**config.mk**
```make
export PLATFORM = sky130hd
export DESIGN_NAME = burst_split_master
export DESIGN_NICKNAME = d
export VERILOG_FILES = /design/src/rtl/ahbsplit_pkg.sv /design/src/rtl/addr_aligner.sv /design/src/rtl/burst_planner.sv /design/src/rtl/beat_stepper.sv /design/src/rtl/data_phase_tracker.sv /design/src/rtl/burst_split_master.sv
export SDC_FILE = /design/constraint.sdc
export NUM_CORES = 1
export LEC_CHECK = 0
export ABC_CLOCK_PERIOD_IN_PS = 5200
export CELL_PAD_IN_SITES_DETAIL_PLACEMENT = 1
export CELL_PAD_IN_SITES_GLOBAL_PLACEMENT = 1
export CORE_MARGIN = 2
export CORE_UTILIZATION = 45
export DETAILED_ROUTE_END_ITERATION = 12
export DONT_BUFFER_PORTS = 1
export GPL_TIMING_DRIVEN = 1
export PLACE_DENSITY = 0.89
export RECOVER_POWER = 100
export SYNTH_ARGS = -nofsm -noshare
export SYNTH_HDL_FRONTEND = slang
export SYNTH_SLANG_ARGS = --single-unit
```
**constraint.sdc**
```tcl
create_clock -name clk -period 5.2 [get_ports clk]
set_clock_uncertainty 0.1 [all_clocks]
set_input_delay 1.04 -clock clk [delete_from_list [all_inputs] [get_ports clk]]
set_output_delay 1.04 -clock clk [all_outputs]
set_load 0.005 [all_outputs]
```
**src/rtl/ahbsplit_pkg.sv**
```systemverilog
package ahbsplit_pkg;

    typedef enum logic [1:0] {
        TR_IDLE   = 2'b00,
        TR_BUSY   = 2'b01,
        TR_NONSEQ = 2'b10,
        TR_SEQ    = 2'b11
    } trans_e;

    typedef enum logic [2:0] {
        BU_SINGLE = 3'b000,
        BU_INCR4  = 3'b011,
        BU_WRAP8  = 3'b100,
        BU_INCR8  = 3'b101
    } burst_e;

    typedef enum logic [1:0] {
        K_PLAIN  = 2'b00,
        K_FILL   = 2'b01,
        K_HALFWB = 2'b10,
        K_FULLWB = 2'b11
    } kind_e;

    typedef enum logic [1:0] {
        ST_IDLE,
        ST_ADDR,
        ST_DRAIN
    } state_e;

    localparam logic [2:0] SZ_BYTE = 3'b000;
    localparam logic [2:0] SZ_HALF = 3'b001;
    localparam logic [2:0] SZ_WORD = 3'b010;

    function automatic logic [3:0] burst_len(input burst_e b);
        unique case (b)
            BU_SINGLE: burst_len = 4'd1;
            BU_INCR4:  burst_len = 4'd4;
            BU_WRAP8:  burst_len = 4'd8;
            BU_INCR8:  burst_len = 4'd8;
            default:   burst_len = 4'd1;
        endcase
    endfunction

endpackage

```
**src/rtl/addr_aligner.sv**
```systemverilog
module addr_aligner
    import ahbsplit_pkg::*;
#(
    parameter int ADDR_W = 32
) (
    input  logic [ADDR_W-1:0] raw_addr,
    input  logic [2:0]        size,
    output logic [ADDR_W-1:0] aligned_addr
);
    always_comb begin
        aligned_addr = raw_addr;
        unique case (size)
            SZ_BYTE: aligned_addr = raw_addr;
            SZ_HALF: aligned_addr = {raw_addr[ADDR_W-1:1], 1'b0};
            default: aligned_addr = {raw_addr[ADDR_W-1:2], 2'b00};
        endcase
    end
endmodule

```
**src/rtl/burst_planner.sv**
```systemverilog
module burst_planner
    import ahbsplit_pkg::*;
#(
    parameter int CNT_W = 8
) (
    input  logic [CNT_W-1:0] words_left,
    input  kind_e            kind,
    input  logic [2:0]       size,
    output burst_e           burst
);
    localparam logic [CNT_W-1:0] EIGHT = CNT_W'(8);
    localparam logic [CNT_W-1:0] FOUR  = CNT_W'(4);

    always_comb begin
        burst = BU_SINGLE;
        unique case (kind)
            K_FILL:   burst = BU_WRAP8;
            K_HALFWB: burst = BU_INCR4;
            K_FULLWB: burst = BU_INCR8;
            K_PLAIN: begin
                if (size != SZ_WORD)          burst = BU_SINGLE;
                else if (words_left >= EIGHT) burst = BU_INCR8;
                else if (words_left >= FOUR)  burst = BU_INCR4;
                else                          burst = BU_SINGLE;
            end
            default: burst = BU_SINGLE;
        endcase
    end
endmodule

```
**src/rtl/beat_stepper.sv**
```systemverilog
module beat_stepper
    import ahbsplit_pkg::*;
#(
    parameter int ADDR_W     = 32,
    parameter int LINE_BYTES = 32
) (
    input  logic [ADDR_W-1:0] cur_addr,
    input  logic [2:0]        size,
    input  logic              wrap,
    output logic [ADDR_W-1:0] next_addr
);
    localparam int LINE_LSB = $clog2(LINE_BYTES);

    logic [ADDR_W-1:0]   step;
    logic [LINE_LSB-1:0] in_line;

    always_comb begin
        step      = ADDR_W'(1) << size;
        in_line   = cur_addr[LINE_LSB-1:0] + step[LINE_LSB-1:0];
        next_addr = wrap ? {cur_addr[ADDR_W-1:LINE_LSB], in_line}
                         : cur_addr + step;
    end
endmodule

```
**src/rtl/data_phase_tracker.sv**
```systemverilog
module data_phase_tracker #(
    parameter int DATA_W = 32
) (
    input  logic              clk,
    input  logic              rst_n,
    input  logic              hready,
    input  logic              beat_taken,
    input  logic              beat_write,
    input  logic [DATA_W-1:0] wr_data,
    input  logic [DATA_W-1:0] hrdata,
    output logic              dph_active,
    output logic [DATA_W-1:0] hwdata,
    output logic              rd_valid,
    output logic [DATA_W-1:0] rd_data
);
    logic dph_write;

    always_ff @(posedge clk or negedge rst_n) begin
        if (!rst_n) begin
            dph_active <= 1'b0;
            dph_write  <= 1'b0;
            hwdata     <= '0;
        end else if (hready) begin
            dph_active <= beat_taken;
            dph_write  <= beat_taken && beat_write;
            if (beat_taken && beat_write) hwdata <= wr_data;
        end
    end

    always_comb begin
        rd_valid = dph_active && !dph_write && hready;
        rd_data  = hrdata;
    end
endmodule

```
**src/rtl/burst_split_master.sv**
```systemverilog
module burst_split_master
    import ahbsplit_pkg::*;
#(
    parameter int ADDR_W     = 32,
    parameter int CNT_W      = 8,
    parameter int LINE_BYTES = 32
) (
    input  logic              clk,
    input  logic              rst_n,
    input  logic              req_valid,
    output logic              req_ready,
    input  logic [ADDR_W-1:0] req_addr,
    input  logic [CNT_W-1:0]  req_words,
    input  logic [1:0]        req_size,
    input  logic              req_write,
    input  logic [1:0]        req_kind,
    input  logic              req_fetch,
    input  logic [31:0]       wr_data,
    output logic              wr_pull,
    output logic [31:0]       rd_data,
    output logic              rd_valid,
    output logic              done,
    output logic [ADDR_W-1:0] haddr,
    output logic [1:0]        htrans,
    output logic [2:0]        hburst,
    output logic [2:0]        hsize,
    output logic              hwrite,
    output logic [31:0]       hwdata,
    input  logic [31:0]       hrdata,
    input  logic              hready
);
    localparam logic [CNT_W-1:0] ONE_WORD  = CNT_W'(1);
    localparam logic [CNT_W-1:0] HALF_LINE = CNT_W'(4);
    localparam logic [CNT_W-1:0] FULL_LINE = CNT_W'(8);

    state_e            state_q, state_d;
    logic [ADDR_W-1:0] addr_q;
    logic [CNT_W-1:0]  left_q;
    logic [2:0]        size_q;
    logic              write_q;
    kind_e             kind_q;
    burst_e            burst_q;
    logic [2:0]        beat_q;

    kind_e             in_kind;
    logic [2:0]        in_size;
    logic [CNT_W-1:0]  in_words;
    logic [ADDR_W-1:0] in_addr;

    logic [CNT_W-1:0]  plan_left;
    kind_e             plan_kind;
    logic [2:0]        plan_size;
    burst_e            plan_burst;

    logic [ADDR_W-1:0] step_addr;
    logic              accept_req;
    logic              beat_taken;
    logic              burst_end;
    logic              final_beat;
    logic              dph_active;

    // request decode: kind, effective size, beat count
    always_comb begin
        in_kind = kind_e'(req_kind);
        if (req_fetch || in_kind != K_PLAIN) in_size = SZ_WORD;
        else if (req_size == 2'd0)           in_size = SZ_BYTE;
        else if (req_size == 2'd1)           in_size = SZ_HALF;
        else                                 in_size = SZ_WORD;
        unique case (in_kind)
            K_FILL:   in_words = FULL_LINE;
            K_HALFWB: in_words = HALF_LINE;
            K_FULLWB: in_words = FULL_LINE;
            default:  in_words = (req_words == '0) ? ONE_WORD : req_words;
        endcase
    end

    addr_aligner #(.ADDR_W(ADDR_W)) u_align (
        .raw_addr     (req_addr),
        .size         (in_size),
        .aligned_addr (in_addr)
    );

    // one planner, fed by the new request when idle, else by the beats left
    always_comb begin
        if (state_q == ST_IDLE) begin
            plan_left = in_words;
            plan_kind = in_kind;
            plan_size = in_size;
        end else begin
            plan_left = left_q - ONE_WORD;
            plan_kind = kind_q;
            plan_size = size_q;
        end
    end

    burst_planner #(.CNT_W(CNT_W)) u_plan (
        .words_left (plan_left),
        .kind       (plan_kind),
        .size       (plan_size),
        .burst      (plan_burst)
    );

    beat_stepper #(.ADDR_W(ADDR_W), .LINE_BYTES(LINE_BYTES)) u_step (
        .cur_addr  (addr_q),
        .size      (size_q),
        .wrap      (burst_q == BU_WRAP8),
        .next_addr (step_addr)
    );

    data_phase_tracker #(.DATA_W(32)) u_dph (
        .clk        (clk),
        .rst_n      (rst_n),
        .hready     (hready),
        .beat_taken (beat_taken),
        .beat_write (write_q),
        .wr_data    (wr_data),
        .hrdata     (hrdata),
        .dph_active (dph_active),
        .hwdata     (hwdata),
        .rd_valid   (rd_valid),
        .rd_data    (rd_data)
    );

    always_comb begin
        accept_req = (state_q == ST_IDLE) && req_valid;
        beat_taken = (state_q == ST_ADDR) && hready;
        burst_end  = (4'(beat_q) == burst_len(burst_q) - 4'd1);
        final_beat = (left_q == ONE_WORD);
    end

    // next-state logic
    always_comb begin
        state_d = state_q;
        unique case (state_q)
            ST_IDLE:  if (accept_req) state_d = ST_ADDR;
            ST_ADDR:  if (beat_taken && final_beat) state_d = ST_DRAIN;
            ST_DRAIN: if (hready) state_d = ST_IDLE;
            default:  state_d = ST_IDLE;
        endcase
    end

    // state register
    always_ff @(posedge clk or negedge rst_n) begin
        if (!rst_n) state_q <= ST_IDLE;
        else        state_q <= state_d;
    end

    // transfer context
    always_ff @(posedge clk or negedge rst_n) begin
        if (!rst_n) begin
            addr_q  <= '0;
            left_q  <= '0;
            size_q  <= SZ_WORD;
            write_q <= 1'b0;
            kind_q  <= K_PLAIN;
            burst_q <= BU_SINGLE;
            beat_q  <= '0;
        end else if (accept_req) begin
            addr_q  <= in_addr;
            left_q  <= in_words;
            size_q  <= in_size;
            write_q <= req_write;
            kind_q  <= in_kind;
            burst_q <= plan_burst;
            beat_q  <= '0;
        end else if (beat_taken) begin
            addr_q <= step_addr;
            left_q <= left_q - ONE_WORD;
            if (burst_end) begin
                beat_q  <= '0;
                burst_q <= plan_burst;
            end else begin
                beat_q <= beat_q + 3'd1;
            end
        end
    end

    // outputs
    always_comb begin
        req_ready = (state_q == ST_IDLE);
        haddr     = addr_q;
        hburst    = burst_q;
        hsize     = size_q;
        hwrite    = write_q;
        htrans    = TR_IDLE;
        if (state_q == ST_ADDR)
            htrans = (beat_q == '0) ? TR_NONSEQ : TR_SEQ;
        wr_pull   = beat_taken && write_q;
        done      = (state_q == ST_DRAIN) && hready && dph_active;
    end
endmodule

```
==> flow_metrics.tcl, run 1 <==
set metrics [dict create \
    grt_use_total 0.2309 \
    fp-row-count 38 \
    avgViaCountPerCell 6.261 \
    synth_cell_types 71 \
    min_period_ps 3820 \
    hold_viol 0 \
    place.gp.congestion 0.8378 \
    areaGrowthSynthToFinish_pct -0.2236 \
    ff_latch_area_mm2 0.002178 \
    critPathKind "in -> reg" \
    drv_cap 1 \
    fp.dieW_um 109.8 \
    grt_max_degree 88 \
    vias 3907 \
    slew_viol_final 23 \
    clockBufferDepth 2 \
    setup_viol 0 \
    synth_most_common_cell "dfrtp_1" \
    synth_cells 521 \
    drt_wl_total_um 13830 \
    max_freq_mhz 261.8 \
    cts_hold_buf 0 \
    synth_top_area_share 0.4272 \
    syn_nets 644 \
    cts_tree "done" \
    start_util 0.4627 \
    final_layout_size_suffix_gt1_frac 0.1198 \
    drtAntennaViolNets 0 \
    power_leakage_nw 2.034 \
    cts_root_buf "clkbuf_8" \
    grt_overflow 0 \
    synth_ff_type "dfrtp_1" \
    worst_hold_slack_ps 257.8 \
    totalNegativeSetupSlack_ps 0 \
    die_area_mm2 0.01206 \
    nets 602 \
    place.port_buffers 0 \
    grt_setup_unrepaired "no" \
    cp_max_fo 22 \
    place_hpwl_um 10160 \
    wl_per_cell_um 22.16 \
    fin_crit_sh 0.7346 \
    crit_arrival_ps 3960 \
    syn_area_mm2 0.005037 \
    synth_seq_cells 87 \
    place_ws_ps 1909 \
    cts_buffers 9 \
    antenna_found_initial 0 \
    clkSlewWorstSetupHoldPaths_ps 90 \
    synth_top_family_by_area "simple AND/OR/NAND/NOR gates" \
    synth_xor_area_frac 0.03130 \
    tightest_slew_ps 2418 \
    vdd_ir_drop_max_uv 214.9 \
    post_synth.cell_area_avg_um2 9.669 \
    drt-initial-drc-count 247 \
    drc_errors 0 \
    io_pins 223 \
    p_per_area_mw_per_mm2 578.5 \
    die_y_um 109.8 \
    clock-sinks 87 \
    post-cts-setup-buffers 0 \
    synthMuxAreaShare 0.08346 \
    cts_resized 0 \
    synth_edf_count 0 \
    grt_pass1_wl_um 21420 \
    synthSimpleGateAreaFrac 0.1898 \
    synth-compound-area-share 0.1533 \
    status "complete, but fails checks" \
    first_pass_iters 4 \
    min_path_type "in -> async" \
    multi_input_area_mm2 0.002400 \
    required_ps 5340 \
    netlist.top_cell.by_area "dfrtp_1" \
    setup_slack_ps 1380 \
    nFillCells 1249 \
    start_kind "input pin" \
    ys_top_cells_by_area "dfrtp_1, mux2_2, buf_4, o21ai_0, nand2_1" \
    yosysSeqAreaShare 0.4324 \
    core_area_mm2 0.01089 \
    slew_headroom -0.6155 \
    grt_pass1_vias 4175 \
    insertion_delay_ps 360 \
    synthTopCellsByCount "dfrtp_1, nand2_1, o21ai_0" \
    cp-end-kind "register" \
    synth_fa_ha_area_frac 0.02385 \
    cts_max_level 3 \
    num_antenna_cells 0 \
    async_reset_ff_frac 1.000 \
    yosysWarnings 0 \
    violations "max-capacitance violations, max-slew violations" \
]
flip-flops by register name, indices dropped and copies added, names as in the netlist:
| name | cells |
|---|---|
| beat_q | 3 |
| haddr | 32 |
| hburst | 3 |
| hsize | 2 |
| hwrite | 1 |
| kind_q | 2 |
| left_q | 8 |
| state_q | 2 |
| u_dph.dph_active | 1 |
| u_dph.dph_write | 1 |
| u_dph.hwdata | 32 |
placed cells by master (no fill, tap or decap), types with 10 or more instances in the layout:
cell type / instances
dfrtp_1: 86
nand2_1: 46
o21ai_0: 38
nor2_1: 33
mux2_2: 32
a21oi_1: 22
inv_1: 18
nand3_1: 16
xor2_1: 13
nor3_1: 12
or3_1: 10
clkbuf_8: 10
cells by family after synthesis:
logic type	Yosys count
AOI/OAI and AO/OA	117
xor gates and xnor gates	18
buffers and inverters	75
and+or+nand+nor	176
muxes	38
DFF	87
other	1
adders and majority gates	9
where the power goes:
part | switching (W) | internal, W
Clock | 0.000258 | 0.000188
Sequential | 0.000393 | 0.000990
Combinational | 0.000598 | 0.000480
worst paths after layout:
check	slack, ps	startpoint	endpoint	cells past startpoint
hold reg to reg	430	u_dph.dph_active	u_dph.dph_active	2
min in group clk	430	u_dph.dph_active	u_dph.dph_active	2
setup reg to reg	1560	state_q[0]	haddr[26]	4
hold / removal	260	rst_n	haddr[23]	0
setup / recovery	1380	req_valid	haddr[26]	4
max in group asynchronous	4540	rst_n	hsize[1]	0
critical path: stages:
cell and delay [ps]:
nor3b_1 1810, nor2_1 470, a22o_1 340, or3_1 300
per-layer routing:
layer / GRT usage / share of wire
met2: 0.4014 / 0.50
met4: 0.1184 / 0.031
met3: 0.05631 / 0.085
met1: 0.2614 / 0.39
met5: 0 / 0
stage by stage:
stage                 util  cells  power, W  area (um^2)
floorplan                -    521  0.002162         5037
global placement    0.4489    608  0.002385         4887
detailed placement  0.4489    608  0.002493         4887
CTS                 0.4656    624  0.002949         5070
global route        0.4616    624  0.003137         5026
finish              0.4616    624  0.002908         5026
area by class of cell:
class                      count  share of cell area
sequential                    87              0.4334
timing repair buffer           4            0.004481
clock inverter                 6            0.008962
clock buffer                  10             0.02738
inverter                      18             0.01344
multi-input combinational    359              0.4775
tap                          140             0.03485
Note: power is estimated with default switching activity, not from simulation.
==> run 2: changes to the inputs <==
- ABC_CLOCK_PERIOD_IN_PS: 5200 -> 3500
- CORE_UTILIZATION: 45 -> 42
- PLACE_DENSITY: 0.89 -> 0.88
- clock period: 5.2 -> 3.5 ns (I/O delays scaled with it)
==> flow_metrics.tcl, run 2 (synthesized netlist as in run 1, its figures left out) <==
set metrics [dict create \
    nets 606 \
    grt_setup_unrepaired "no" \
    required_ps 3680 \
    drc_errors 0 \
    wl_per_cell_um 21.39 \
    critPathKind "reg -> reg" \
    fin_crit_sh 0.8483 \
    fp-row-count 39 \
    die_y_um 113.5 \
    crit_arrival_ps 3140 \
    crit_slowest_cell "dfstp_1" \
    antenna_found_initial 0 \
    cts_buffers 9 \
    fin_cells 631 \
    cts_tree "done" \
    grt_max_degree 87 \
    cts_max_level 3 \
    cp_cell_sequence "nand2b_1, inv_1, ha_1, a211oi_1, o21bai_1, clkbuf_1, or4b_1, xor2_1, a21oi_1" \
    clockBufferDepth 2 \
    drt-initial-drc-count 146 \
    status "complete, but fails checks" \
    grt_pass1_wl_um 21630 \
    clkSlewWorstSetupHoldPaths_ps 60 \
    drv_cap 1 \
    vias 3906 \
    cp-end-kind "register" \
    start_kind "register" \
    place_hpwl_um 9570 \
    place.gp.congestion 0.8210 \
    first_pass_iters 4 \
    slew_viol_final 87 \
    path_buf_inv 2 \
    path_delay_family "simple AND/OR/NAND/NOR gates" \
    cpPeakStageDelay_ps 610 \
    totalNegativeSetupSlack_ps 0 \
    num_antenna_cells 0 \
    insertion_delay_ps 350 \
    hold_viol 0 \
    setup_viol 0 \
    violations "max-capacitance violations, max-slew violations" \
    avgViaCountPerCell 6.190 \
    areaGrowthSynthToFinish_pct 3.477 \
    min_path_type "in -> async" \
    min_period_ps 2969 \
    power_leakage_nw 2.125 \
    cp_max_fo 12 \
    grt_overflow 0 \
    tightest_slew_ps 2207 \
    final_layout_size_suffix_gt1_frac 0.1270 \
    vdd_ir_drop_max_uv 351.2 \
    core_area_mm2 0.01156 \
    drtAntennaViolNets 0 \
    dp.cells 614 \
    final_cell_mix "dfrtp_1, nand2_1, o21ai_0" \
    post-cts-setup-buffers 0 \
    grt_use_total 0.2127 \
    fp.dieW_um 113.5 \
    clock-sinks 87 \
    slew_headroom -0.4712 \
    die_area_mm2 0.01289 \
    max_freq_mhz 336.8 \
    drt_wl_total_um 13500 \
    mostFrequentLayoutCell "dfrtp_1" \
    grt_pass1_vias 4117 \
    io_pins 223 \
    place.port_buffers 0 \
    cts_root_buf "clkbuf_16" \
    p_per_area_mw_per_mm2 907.8 \
    start_util 0.4356 \
]
[run 2: changes by cell type in the layout (fill, tap and decap cells not counted), moves of 2 or more]
cell and delta:
buf_4 +3, clkbuf_8 -9, o21ai_1 +2, clkbuf_16 +9, bufinv_16 +2
[run 2: stage by stage]
stage               hold slack, ps  setup slack (ps)  total power (W)  cell area (um^2)  utilization
floorplan                    304.4              1098         0.003212              5037            -
detailed placement           305.6             736.8         0.003690              4913       0.4249
global placement             305.8             868.1         0.003550              4913       0.4249
CTS                          76.08             706.1         0.004812              5273       0.4559
global route                 78.06             382.6         0.005096              5213       0.4507
finish                       90.22             531.0         0.004732              5213       0.4507
[run 2: final timing paths]
path | start | endpoint | slack, ps | cells past startpoint
min | rst_n | hsize[1] | 90 | 0
min reg2reg | u_dph.dph_active | u_dph.dph_active | 420 | 2
min in group clk | req_kind[0] | kind_q[0] | 350 | 2
max reg2reg | hsize[1] | haddr[13] | 530 | 9
max in group asynchronous | rst_n | u_dph.dph_write | 1090 | 1
max | hsize[1] | haddr[13] | 530 | 9
[run 2: cell type report]
class	count	area [um^2]
well taps	143	178.9
multi-input cells	359	2406
clock buffers	10	239.0
flip-flops and latches	87	2178
repair buffers	8	50.05
clock inverters	6	92.59
inverters	18	67.56
fillers	1298	6352
[run 2: what timing repair did]
item,4_1_cts,5_1_grt
resized for setup,0,0
endpoints found under the hold margin,86,0
hold buffers,1,0
[run 2: power by group]
| group | switching, W | internal, W | total (W) |
|---|---|---|---|
| sequential | 0.000568 | 0.00147 | 0.00204 |
| clock | 0.000417 | 0.000648 | 0.00107 |
| combinational | 0.000900 | 0.000726 | 0.00163 |
| total | 0.00188 | 0.00285 | 0.00473 |
[run 2: per-layer routing]
layer	up-vias	share of wire	track usage	wire length, um
met1	1959	0.39	0.2422	5308
met4	0	0.026	0.09593	353
met3	24	0.075	0.06111	1018
met2	147	0.51	0.3709	6818
met5	-	0	0	0
li1	1776	-	-	-
[run 2: worst register-to-register path, stage by stage (launching register included)]
cell and delay (ps):
dfstp_1 610, nand2b_1 200, inv_1 60, ha_1 300, a211oi_1 90, o21bai_1 160, clkbuf_1 540, or4b_1 530
xor2_1 160, a21oi_1 140
==> run 3: changes to the inputs <==
- ABC_CLOCK_PERIOD_IN_PS: 3500 -> 2500
- clock period: 3.5 -> 2.5 ns (I/O delays scaled with it)
==> flow_metrics.tcl, run 3 (synthesized netlist as in run 1, its figures left out) <==
set metrics [dict create \
    cts_tree "done" \
    required_ps 2680 \
    worst_hold_slack_ps -260.3 \
    grt_max_degree 88 \
    crit_cells 9 \
    wl_per_cell_um 22.93 \
    cp-end-kind "register" \
    final_layout_size_suffix_gt1_frac 0.1952 \
    totalNegativeSetupSlack_ps -10.20 \
    slew_headroom 0.5806 \
    mostFrequentLayoutCell "dfrtp_1" \
    cpPeakStageDelay_ps 610 \
    setup_viol 1 \
    drt_wl_total_um 14790 \
    drtAntennaViolNets 0 \
    r2r_slack_ps -10 \
    drc_errors 0 \
    grt_setup_unrepaired "yes" \
    routed-wl-met2_um 7435 \
    drt-initial-drc-count 164 \
    r2r_cells 9 \
    start_kind "register" \
    dp.cells 623 \
    critPathKind "reg -> reg" \
    r2r_start "hsize[1]" \
    slew_viol_final 0 \
    setup_slack_ps -10.20 \
    wl_met3_um 947 \
    final_cell_area_mm2 0.005438 \
    fp-row-count 39 \
    cts_buffers 9 \
    power_leakage_nw 2.215 \
    clock-sinks 87 \
    hold_viol 87 \
    fin_crit_sh 1.004 \
    path_buf_inv 2 \
    vdd_ir_drop_max_uv 459.9 \
    power_w 0.006948 \
    core_area_mm2 0.01156 \
    nets 620 \
    cts_max_level 3 \
    p_per_area_mw_per_mm2 1278 \
    placed_cell_area_mm2 0.004981 \
    tightest_slew_ps 619.4 \
    final_util 0.4702 \
    path_delay_family "flip-flops" \
    grt_pass1_wl_um 22960 \
    crit_arrival_ps 2690 \
    die_y_um 113.5 \
    vias 4018 \
    r2r_end "haddr[13]" \
    drt-met1-wl_um 5880 \
    first_pass_iters 4 \
    fin_cells 645 \
    antenna_found_initial 0 \
    areaGrowthSynthToFinish_pct 7.948 \
    fp.dieW_um 113.5 \
    grt_use_total 0.2275 \
    io_pins 223 \
    place.gp.congestion 0.8756 \
    drv_cap 0 \
    clockBufferDepth 2 \
    clkSlewWorstSetupHoldPaths_ps 70 \
    place_hpwl_um 10180 \
    violations "negative hold slack, negative setup slack" \
    cp_cell_sequence "nand2b_4, inv_2, ha_4, a211oi_1, o21bai_1, buf_4, or4b_4, xor2_1, a21oi_1" \
    insertion_delay_ps 350 \
    crit_slowest_cell "dfstp_2" \
    place.port_buffers 0 \
    grt_overflow 0 \
    max_freq_mhz 398.4 \
    avgViaCountPerCell 6.229 \
    min_path_type "in -> async" \
    grt_pass1_vias 4380 \
    status "complete, but fails checks" \
    die_area_mm2 0.01289 \
    min_period_ps 2510 \
    start_util 0.4356 \
    cts_root_buf "clkbuf_16" \
    num_antenna_cells 0 \
    top_layer_used "met4" \
    final_cell_mix "dfrtp_1, nand2_1, o21ai_0" \
    cp_max_fo 5 \
]
run 3: where the power goes:
group          total, W  switching, W  internal (W)
clock network   0.00148      0.000579      0.000903
registers       0.00291      0.000840       0.00207
logic           0.00256       0.00137       0.00119
run 3: timing repair:
item                                   4_1_cts  5_1_grt
gates cloned                                 0        0
endpoints found under the hold margin       87       87
setup endpoints to repair                   18       25
resized for setup                            3       20
buffers inserted                             4        2
pin swaps                                    2        4
run 3: final cells by class:
class,count,area [um^2]
multi-input cells,359,2526
clock buffers,11,242.7
repair buffers,22,161.4
clock inverters,5,81.33
well taps,143,178.9
fillers,1276,6127
inverters,18,67.56
flip-flops and latches,87,2180
run 3: worst reg2reg max path, cell delays in order (launching register included):
cell and delay [ps]:
dfstp_2 610, nand2b_4 160, inv_2 50, ha_4 270
a211oi_1 80, o21bai_1 250, buf_4 160, or4b_4 450
xor2_1 150, a21oi_1 160
run 3: routing by layer:
| metal | global-route usage | up-vias |
|---|---|---|
| li1 | - | 1803 |
| met5 | 0 | - |
| met2 | 0.3932 | 155 |
| met3 | 0.05685 | 36 |
| met4 | 0.1309 | 0 |
| met1 | 0.2557 | 2024 |
run 3: worst max-delay path by stage:
stage	end	from	slack, ps
floorplan	haddr[30]	hsize[0]	100
global placement	haddr[26]	hsize[0]	30
detailed placement	haddr[26]	hsize[0]	-110
CTS	haddr[13]	hsize[1]	3
global route	haddr[13]	hsize[1]	-80
finish	haddr[13]	hsize[1]	-10
run 3: per-stage QoR:
stage | hold WS, ps | setup slack [ps]
finish | -260.3 | -10.20
global route | -274.4 | -75.30
CTS | -273.2 | 2.596
detailed placement | 106.1 | -111.4
global placement | 106.0 | 34.48
floorplan | 104.4 | 98.12
